--- config.mk ---
export PLATFORM = sky130hd
export DESIGN_NAME = spi_reg_master
export DESIGN_NICKNAME = d
export VERILOG_FILES = /design/src/rtl/spi_reg_pkg.sv /design/src/rtl/byte_fifo.sv /design/src/rtl/spi_shift_eng.sv /design/src/rtl/spi_reg_master.sv
export SDC_FILE = /design/constraint.sdc
export NUM_CORES = 1
export LEC_CHECK = 0
export BUFFER_PORTS_ARGS = -buffer_cell sky130_fd_sc_hd__buf_2
export CAP_MARGIN = 20
export CORE_AREA = 2 2 171 215
export CTS_CLUSTER_SIZE = 12
export DETAILED_ROUTE_END_ITERATION = 7
export DIE_AREA = 0 0 173 217
export HOLD_SLACK_MARGIN = 0.02
export PLACE_DENSITY = 0.61
export REMOVE_ABC_BUFFERS = 1
export SYNTH_ARGS = -nofsm -noshare
export SYNTH_HDL_FRONTEND = slang
export SYNTH_SLANG_ARGS = --single-unit
--- constraint.sdc ---
create_clock -name clk -period 4.6 [get_ports clk]
set_clock_uncertainty 0.15 [all_clocks]
set_input_delay 0.69 -clock clk [delete_from_list [all_inputs] [get_ports clk]]
set_output_delay 0.69 -clock clk [all_outputs]
set_load 0.02 [all_outputs]
--- src/rtl/spi_reg_pkg.sv ---
package spi_reg_pkg;
    localparam int OFF_SRST = 'h40;
    localparam int OFF_CTRL = 'h60;
    localparam int OFF_STAT = 'h64;
    localparam int OFF_TXD  = 'h68;
    localparam int OFF_RXD  = 'h6C;
    localparam int OFF_SEL  = 'h70;
    localparam int OFF_TXOC = 'h74;
    localparam int OFF_RXOC = 'h78;

    localparam logic [31:0] SRST_KEY = 32'h0000_000A;

    // control fields, bit 0 (loop) at the bottom
    typedef struct packed {
        logic lsb;
        logic inhibit;
        logic manual;
        logic rxclr;
        logic txclr;
        logic cpha;
        logic cpol;
        logic master;
        logic enable;
        logic loop;
    } ctrl_t;

    localparam ctrl_t CTRL_RST = ctrl_t'(10'h180);
endpackage

--- src/rtl/byte_fifo.sv ---
module byte_fifo #(
    parameter int W     = 8,
    parameter int DEPTH = 16
) (
    input  logic                         clk,
    input  logic                         rst_n,
    input  logic                         clr,
    input  logic                         push,
    input  logic [W-1:0]                 din,
    input  logic                         pop,
    output logic [W-1:0]                 dout,
    output logic [$clog2(DEPTH+1)-1:0]   cnt,
    output logic                         full,
    output logic                         empty
);
    localparam int PW = $clog2(DEPTH);
    localparam int CW = $clog2(DEPTH+1);

    typedef struct packed {
        logic [DEPTH-1:0][W-1:0] mem;
        logic [PW-1:0]           wp;
        logic [PW-1:0]           rp;
        logic [CW-1:0]           cnt;
    } fifo_t;

    fifo_t q, d;
    logic  do_push, do_pop;

    always_comb begin
        d       = q;
        do_push = push && (q.cnt != CW'(DEPTH));
        do_pop  = pop && (q.cnt != '0);
        if (clr) begin
            d.wp  = '0;
            d.rp  = '0;
            d.cnt = '0;
        end else begin
            if (do_push) begin
                d.mem[q.wp] = din;
                d.wp = (q.wp == PW'(DEPTH-1)) ? '0 : PW'(q.wp + 1'b1);
            end
            if (do_pop)
                d.rp = (q.rp == PW'(DEPTH-1)) ? '0 : PW'(q.rp + 1'b1);
            if (do_push && !do_pop)
                d.cnt = CW'(q.cnt + 1'b1);
            else if (do_pop && !do_push)
                d.cnt = CW'(q.cnt - 1'b1);
        end
    end

    always_ff @(posedge clk or negedge rst_n) begin
        if (!rst_n) q <= '0;
        else        q <= d;
    end

    assign dout  = q.mem[q.rp];
    assign cnt   = q.cnt;
    assign full  = (q.cnt == CW'(DEPTH));
    assign empty = (q.cnt == '0);


    no_overflow_chk: assert property (@(posedge clk) disable iff (!rst_n)
        (full && push && !pop && !clr) |=> (cnt == $past(cnt)));


    empty_pop_chk: assert property (@(posedge clk) disable iff (!rst_n)
        (empty && pop && !push && !clr) |=> empty);
endmodule

--- src/rtl/spi_shift_eng.sv ---
module spi_shift_eng #(
    parameter int HALF_DIV = 2
) (
    input  logic       clk,
    input  logic       rst_n,
    input  logic       abort,
    input  logic       go,
    input  logic [7:0] tx_byte,
    input  logic       cpol,
    input  logic       cpha,
    input  logic       lsb,
    input  logic       loop,
    input  logic       miso,
    output logic       take,
    output logic       rx_push,
    output logic [7:0] rx_byte,
    output logic       busy,
    output logic       sclk,
    output logic       mosi
);
    localparam int DW = (HALF_DIV > 1) ? $clog2(HALF_DIV) : 1;

    typedef struct packed {
        logic          busy;
        logic          sclk;
        logic [3:0]    edg;
        logic [DW-1:0] div;
        logic [7:0]    txsh;
        logic [7:0]    rxsh;
    } eng_t;

    eng_t q, d;
    logic lead, smp, sin, shf;

    assign mosi = lsb ? q.txsh[0] : q.txsh[7];

    always_comb begin
        d       = q;
        take    = 1'b0;
        rx_push = 1'b0;
        sin     = loop ? mosi : miso;
        lead    = ~q.edg[0];
        smp     = cpha ? ~lead : lead;
        shf     = cpha ? (lead && q.edg != 4'd0) : (!lead && q.edg != 4'd15);
        if (abort) begin
            d      = '0;
            d.sclk = cpol;
        end else if (!q.busy) begin
            d.sclk = cpol;
            if (go) begin
                d.busy = 1'b1;
                take   = 1'b1;
                d.txsh = tx_byte;
                d.div  = '0;
                d.edg  = '0;
            end
        end else if (q.div == DW'(HALF_DIV-1)) begin
            d.div  = '0;
            d.sclk = ~q.sclk;
            d.edg  = q.edg + 4'd1;
            if (smp)
                d.rxsh = lsb ? {sin, q.rxsh[7:1]} : {q.rxsh[6:0], sin};
            if (shf)
                d.txsh = lsb ? (q.txsh >> 1) : (q.txsh << 1);
            if (q.edg == 4'd15) begin
                d.busy  = 1'b0;
                rx_push = 1'b1;
            end
        end else begin
            d.div = DW'(q.div + 1'b1);
        end
        rx_byte = d.rxsh;
    end

    always_ff @(posedge clk or negedge rst_n) begin
        if (!rst_n) q <= '0;
        else        q <= d;
    end

    assign busy = q.busy;
    assign sclk = q.sclk;


    idle_level_chk: assert property (@(posedge clk) disable iff (!rst_n)
        (!busy && $past(!busy) && $stable(cpol)) |-> (sclk == cpol));
endmodule

--- src/rtl/spi_reg_master.sv ---
module spi_reg_master
    import spi_reg_pkg::*;
#(
    parameter int ADDR_W   = 7,
    parameter int NCS      = 4,
    parameter int DEPTH    = 16,
    parameter int HALF_DIV = 2
) (
    input  logic              clk,
    input  logic              rst_n,
    input  logic [ADDR_W-1:0] addr,
    input  logic              wr_en,
    input  logic [31:0]       wdata,
    input  logic              rd_en,
    output logic [31:0]       rdata,
    output logic              sclk,
    output logic              mosi,
    input  logic              miso,
    output logic [NCS-1:0]    ss_n
);
    localparam int CW = $clog2(DEPTH+1);

    typedef struct packed {
        ctrl_t          ctrl;
        logic [NCS-1:0] sel;
    } top_t;

    top_t q, d;

    logic          sw_rst, tx_clr, rx_clr, tx_push, rx_pop, go;
    logic          take, eng_push, eng_busy;
    logic [7:0]    tx_dout, rx_din, rx_dout;
    logic [CW-1:0] tx_cnt, rx_cnt;
    logic          tx_full, tx_empty, rx_full, rx_empty;
    ctrl_t         wctrl;

    assign wctrl = ctrl_t'(wdata[9:0]);

    always_comb begin
        d       = q;
        sw_rst  = wr_en && (addr == ADDR_W'(OFF_SRST)) && (wdata == SRST_KEY);
        tx_clr  = sw_rst || (wr_en && addr == ADDR_W'(OFF_CTRL) && wctrl.txclr);
        rx_clr  = sw_rst || (wr_en && addr == ADDR_W'(OFF_CTRL) && wctrl.rxclr);
        tx_push = wr_en && (addr == ADDR_W'(OFF_TXD));
        rx_pop  = rd_en && (addr == ADDR_W'(OFF_RXD));
        if (wr_en && addr == ADDR_W'(OFF_CTRL)) begin
            d.ctrl       = wctrl;
            d.ctrl.txclr = 1'b0;
            d.ctrl.rxclr = 1'b0;
        end
        if (wr_en && addr == ADDR_W'(OFF_SEL))
            d.sel = wdata[NCS-1:0];
        if (sw_rst) begin
            d.ctrl = CTRL_RST;
            d.sel  = '1;
        end
        go = q.ctrl.enable && q.ctrl.master && !q.ctrl.inhibit && !tx_empty && !tx_clr;
    end

    always_comb begin
        rdata = '0;
        case (addr)
            ADDR_W'(OFF_CTRL): rdata = {22'b0, q.ctrl};
            ADDR_W'(OFF_STAT): rdata = {28'b0, tx_full, tx_empty && !eng_busy, rx_full, rx_empty};
            ADDR_W'(OFF_RXD):  rdata = rx_empty ? '0 : {24'b0, rx_dout};
            ADDR_W'(OFF_SEL):  rdata = {{(32-NCS){1'b1}}, q.sel};
            ADDR_W'(OFF_TXOC): rdata = tx_empty ? '0 : {{(32-CW){1'b0}}, CW'(tx_cnt - 1'b1)};
            ADDR_W'(OFF_RXOC): rdata = rx_empty ? '0 : {{(32-CW){1'b0}}, CW'(rx_cnt - 1'b1)};
            default:           rdata = '0;
        endcase
    end

    always_ff @(posedge clk or negedge rst_n) begin
        if (!rst_n) begin
            q.ctrl <= CTRL_RST;
            q.sel  <= '1;
        end else begin
            q <= d;
        end
    end

    byte_fifo #(.W(8), .DEPTH(DEPTH)) u_txq (
        .clk(clk), .rst_n(rst_n), .clr(tx_clr), .push(tx_push), .din(wdata[7:0]),
        .pop(take), .dout(tx_dout), .cnt(tx_cnt), .full(tx_full), .empty(tx_empty));

    byte_fifo #(.W(8), .DEPTH(DEPTH)) u_rxq (
        .clk(clk), .rst_n(rst_n), .clr(rx_clr), .push(eng_push), .din(rx_din),
        .pop(rx_pop), .dout(rx_dout), .cnt(rx_cnt), .full(rx_full), .empty(rx_empty));

    spi_shift_eng #(.HALF_DIV(HALF_DIV)) u_eng (
        .clk(clk), .rst_n(rst_n), .abort(sw_rst), .go(go), .tx_byte(tx_dout),
        .cpol(q.ctrl.cpol), .cpha(q.ctrl.cpha), .lsb(q.ctrl.lsb), .loop(q.ctrl.loop),
        .miso(miso), .take(take), .rx_push(eng_push), .rx_byte(rx_din),
        .busy(eng_busy), .sclk(sclk), .mosi(mosi));

    assign ss_n = q.sel;


    inhibit_hold_chk: assert property (@(posedge clk) disable iff (!rst_n)
        (q.ctrl.inhibit && !eng_busy) |=> !eng_busy);


    soft_reset_chk: assert property (@(posedge clk) disable iff (!rst_n)
        sw_rst |=> (ss_n == '1 && q.ctrl == CTRL_RST && rx_empty && tx_empty));


    one_rx_per_byte_chk: assert property (@(posedge clk) disable iff (!rst_n)
        ($fell(eng_busy) && $past(!sw_rst && !rx_clr && !rx_pop && !rx_full))
        |-> (rx_cnt == CW'($past(rx_cnt) + 1'b1)));
endmodule

==> impl_summary.log <==
INFO  metric outcome = finished clean
INFO  metric grt_antenna_before_repair = 0
INFO  metric n_fill_cell = 3162
INFO  metric layout.cells.non_filler = 1770
INFO  metric rsz0062_at_grt = false
INFO  metric drt_iter0_markers = 836
INFO  metric synth_edf_count = 0
INFO  metric critPathCaptureType = primary output
INFO  metric worstSkewPairLatency = between 0.5 and 0.6 ns
INFO  metric postCtsSetupBuffers = 0
INFO  metric r2r_start = u_txq.cnt[1]
INFO  metric post_synth_num_cell_types = 63
INFO  metric tritoncts = built
INFO  metric post-route-period-util = just under 90%
INFO  metric dr.max_layer_used = met4
INFO  metric synth_most_common_cell = sky130_fd_sc_hd__dfrtp_1
INFO  metric rr_worst_depth = 9
INFO  metric grt_overflow_total = 0
INFO  metric arrival_time_worst_endpoint = about 3.2 ns
INFO  metric clock_sink_count = ~320
INFO  metric crit-reg2reg-capture = u_eng.q[12]
INFO  metric design.core.area = 0.0357 sq mm
INFO  metric clkPwrFrac = a little over a third
INFO  metric postLayoutCoreUtil = 49.6%
INFO  metric seq_area = between 0.007 and 0.008 sq mm
INFO  metric setup.reg_to_reg.worst_slack = 1.51 ns
INFO  metric flow.area_growth_from_synthesis = 11.6%
INFO  metric yosysTopAreaCell = sky130_fd_sc_hd__dfrtp_1
INFO  metric postPlaceCellArea = 0.0166 sq mm
INFO  metric critical_path_buf_inv_count = 2
INFO  metric h-tree-depth = 2
INFO  metric swShare = between 20% and 30%
INFO  metric worst_hold_path_type = primary input to async pin
INFO  metric most_frequently_used_flop_master_after_synthesis = sky130_fd_sc_hd__dfrtp_1
INFO  metric gp_congestion = 0.840
INFO  metric cp_num_cells = 8
INFO  metric power_frac_comb = 19.3%
INFO  metric die_w = approximately 170 um
INFO  metric wl_per_cell = 22.4 um
INFO  metric powerDensity = ~440 mW/mm^2
INFO  metric clockRootBuffer = sky130_fd_sc_hd__clkbuf_16
INFO  metric power.share.sequential = 44.7%
INFO  metric largest_net_degree_at_the_start_of_global_routing = 129
INFO  metric drv_slew = 0
INFO  metric post_synth.cell_area_avg = 12.9 sq um
INFO  metric timing.slew.headroom = 30.6%
INFO  metric tightest_slew = 1.04 ns
INFO  metric achievable-frequency = 248 MHz
INFO  metric most_used_standard_cells_in_the_synthesized_netlist = 311 x sky130_fd_sc_hd__dfrtp_1, 243 x sky130_fd_sc_hd__mux2_2, 71 x sky130_fd_sc_hd__mux2i_1
INFO  metric crit_slowest_cell = sky130_fd_sc_hd__or4b_2
INFO  metric floorplan.initialDensity = 44.4%
INFO  metric synth_area_leaders = sky130_fd_sc_hd__dfrtp_1 49%, sky130_fd_sc_hd__mux2_2 17%, sky130_fd_sc_hd__mux4_2 7.1%, sky130_fd_sc_hd__mux2i_1 4.5%, sky130_fd_sc_hd__buf_4 1.3%
INFO  metric synthesis.yosys.warnings = 0
INFO  metric syn_inst = ~1200
INFO  metric crit_path_end = rdata[0]
INFO  metric n_antenna_cell = 0
INFO  metric num-nets-final = 1328
INFO  metric leakagePower = 8.37 nW
INFO  metric synthArstFlopShare = 100%
INFO  metric io_buffer_count = a little over 80
INFO  metric critical_path.top_delay_family = simple AND/OR/NAND/NOR gates
INFO  metric route.vias.total = slightly above 10000
INFO  metric met1Wirelength = 16000 um
INFO  metric final_setup_violating_endpoints = 0
INFO  metric route.detailed.drc = 0
INFO  metric detail_route.first_pass.iterations = 7
INFO  metric critical_path.startpoint = u_txq.cnt[1]
INFO  metric final-hold-violation-count = 0
INFO  metric yosysTopAreaCellShare = 49.0%
INFO  metric drt_wl_total = 39600 um
INFO  metric tritoncts.num_buffers = 35
INFO  metric ant_nets = 0
INFO  metric power.total = approximately 7.7 mW
INFO  metric grt_pass1_vias = 10500
INFO  metric grt.total_usage = 21.5%
INFO  metric switching_power = 2.26 mW
INFO  metric post_cts_resize_count = 0
INFO  metric grt_pass1_wl = 62600 um
INFO  metric synth_seq_cells = about 320
INFO  metric critical_path_cell_list = inv_1 -> ha_1 -> or4b_2 -> nand4b_1 -> nor2_1 -> a211oi_1 -> o21ai_0 -> buf_2
INFO  metric viasPerCell = 5.77
INFO  metric fp.dieH = 217 um
INFO  metric crit_path_max_incr_delay = 0.67 ns
INFO  metric cts_buffer_depth = 3
INFO  metric area_of_the_multi_input_gates = 0.00728 sq mm
INFO  metric final_cell_area = 0.0177 sq mm
INFO  metric fp-row-count = 78
INFO  metric detailedPlacementHpwl = 27500 um
INFO  metric floorplan.die_area = between 0.03 and 0.04 sq mm
INFO  metric cap_violations = 0
INFO  metric dp.cells = 1711
INFO  metric worstSetupStartpointType = flop
INFO  metric seq_area_frac_synth = between 50% and 60%
INFO  metric timing.critical_path.required = 3.76 ns
INFO  metric fin_hold_ws = 0.159 ns
INFO  metric peakVddDrop = 0.291 mV
INFO  metric cts.reportedPaths.clkPinSlew = 0.06 ns
INFO  metric final_layout_size_suffix_gt1_share = 37.7%
INFO  metric post_cts_hold_buffer_count = 0
INFO  metric met2WireLength = 20800 um
INFO  metric synth_area = 0.0159 sq mm
INFO  metric critical_path_class = flop to primary output
INFO  metric timing.critical_path.fanout_max = 7
INFO  metric met3RoutedLength = 1550 um
INFO  metric ioPinCount = 82
INFO  metric min_period = 4.03 ns
INFO  metric internal-power = 5.45 mW
[placed cells by master (no fill, tap or decap), types with 20 or more instances in the layout]
cell and instances:
sky130_fd_sc_hd__a21oi_1 37, sky130_fd_sc_hd__a31oi_1 20, sky130_fd_sc_hd__buf_2 80, sky130_fd_sc_hd__buf_4 28
sky130_fd_sc_hd__clkbuf_16 37, sky130_fd_sc_hd__dfrtp_1 309, sky130_fd_sc_hd__inv_1 20, sky130_fd_sc_hd__mux2_2 243
sky130_fd_sc_hd__mux2i_1 71, sky130_fd_sc_hd__mux4_2 50, sky130_fd_sc_hd__nand2_1 48, sky130_fd_sc_hd__nand3_1 29
sky130_fd_sc_hd__nor2_1 56, sky130_fd_sc_hd__o21ai_0 30
[metrics by stage]
step,TNS [ns],setup WS [ns]
global route,0,0.473
CTS,0,0.613
detailed placement,0,1.04
finish,0,0.566
floorplan,-69.25,-2.68
global placement,0,1.07
[power groups by stage]
stage / logic, mW / clock network [mW] / registers (mW)
detailed placement: 1.50 / 0 / 3.49
global route: 1.66 / 2.97 / 3.49
finish: 1.49 / 2.78 / 3.44
global placement: 1.47 / 0 / 3.48
CTS: 1.51 / 2.84 / 3.44
floorplan: 0.953 / 0 / 3.42
[cell type report]
class / instances / share of cell area [%]
clock buffer: 54 / 5.93
clock inverter: 5 / 0.445
inverter: 20 / 0.424
multi-input combinational: 782 / 41.1
sequential: 317 / 44.8
tap: 480 / 3.39
timing repair buffer: 112 / 3.87
[registers in the layout, indices dropped and copies added (netlist names)]
register    flops
u_eng.q        21
u_txq.q       136
u_eng.busy      1
u_rxq.q       136
u_eng.sclk      1
q               8
u_rxq.cnt       5
ss_n            4
u_txq.cnt       5
[per-layer routing]
metal  GRT usage [%]  vias up
met5               0        -
met4            7.46        0
met3            2.71       75
met2            38.7      252
met1            26.7     5303
li1                -     4579
[logic make-up after synthesis]
family | after synthesis | share of synthesized area, %
mux | 378 | 29.8
compound gates | 152 | 6.21
flops | 317 | 50.0
xor+xnor | 17 | 0.938
fa+ha+maj | 16 | 1.26
buf+inv | 134 | 4.11
simple gates | 219 | 7.62
[how the worst min path moves through the flow]
stage / to / cells past startpoint / slack, ns
6_report: u_txq.q[139] / 1 / 0.16
5_1_grt: u_txq.q[129] / 1 / 0.21
4_1_cts: u_txq.q[129] / 1 / 0.22
3_5_place_dp: u_rxq.q[69] / 1 / 0.32
3_3_place_gp: u_rxq.q[67] / 1 / 0.31
2_1_floorplan: q[13] / 0 / 0.24
Note: power is estimated with default switching activity, not from simulation.
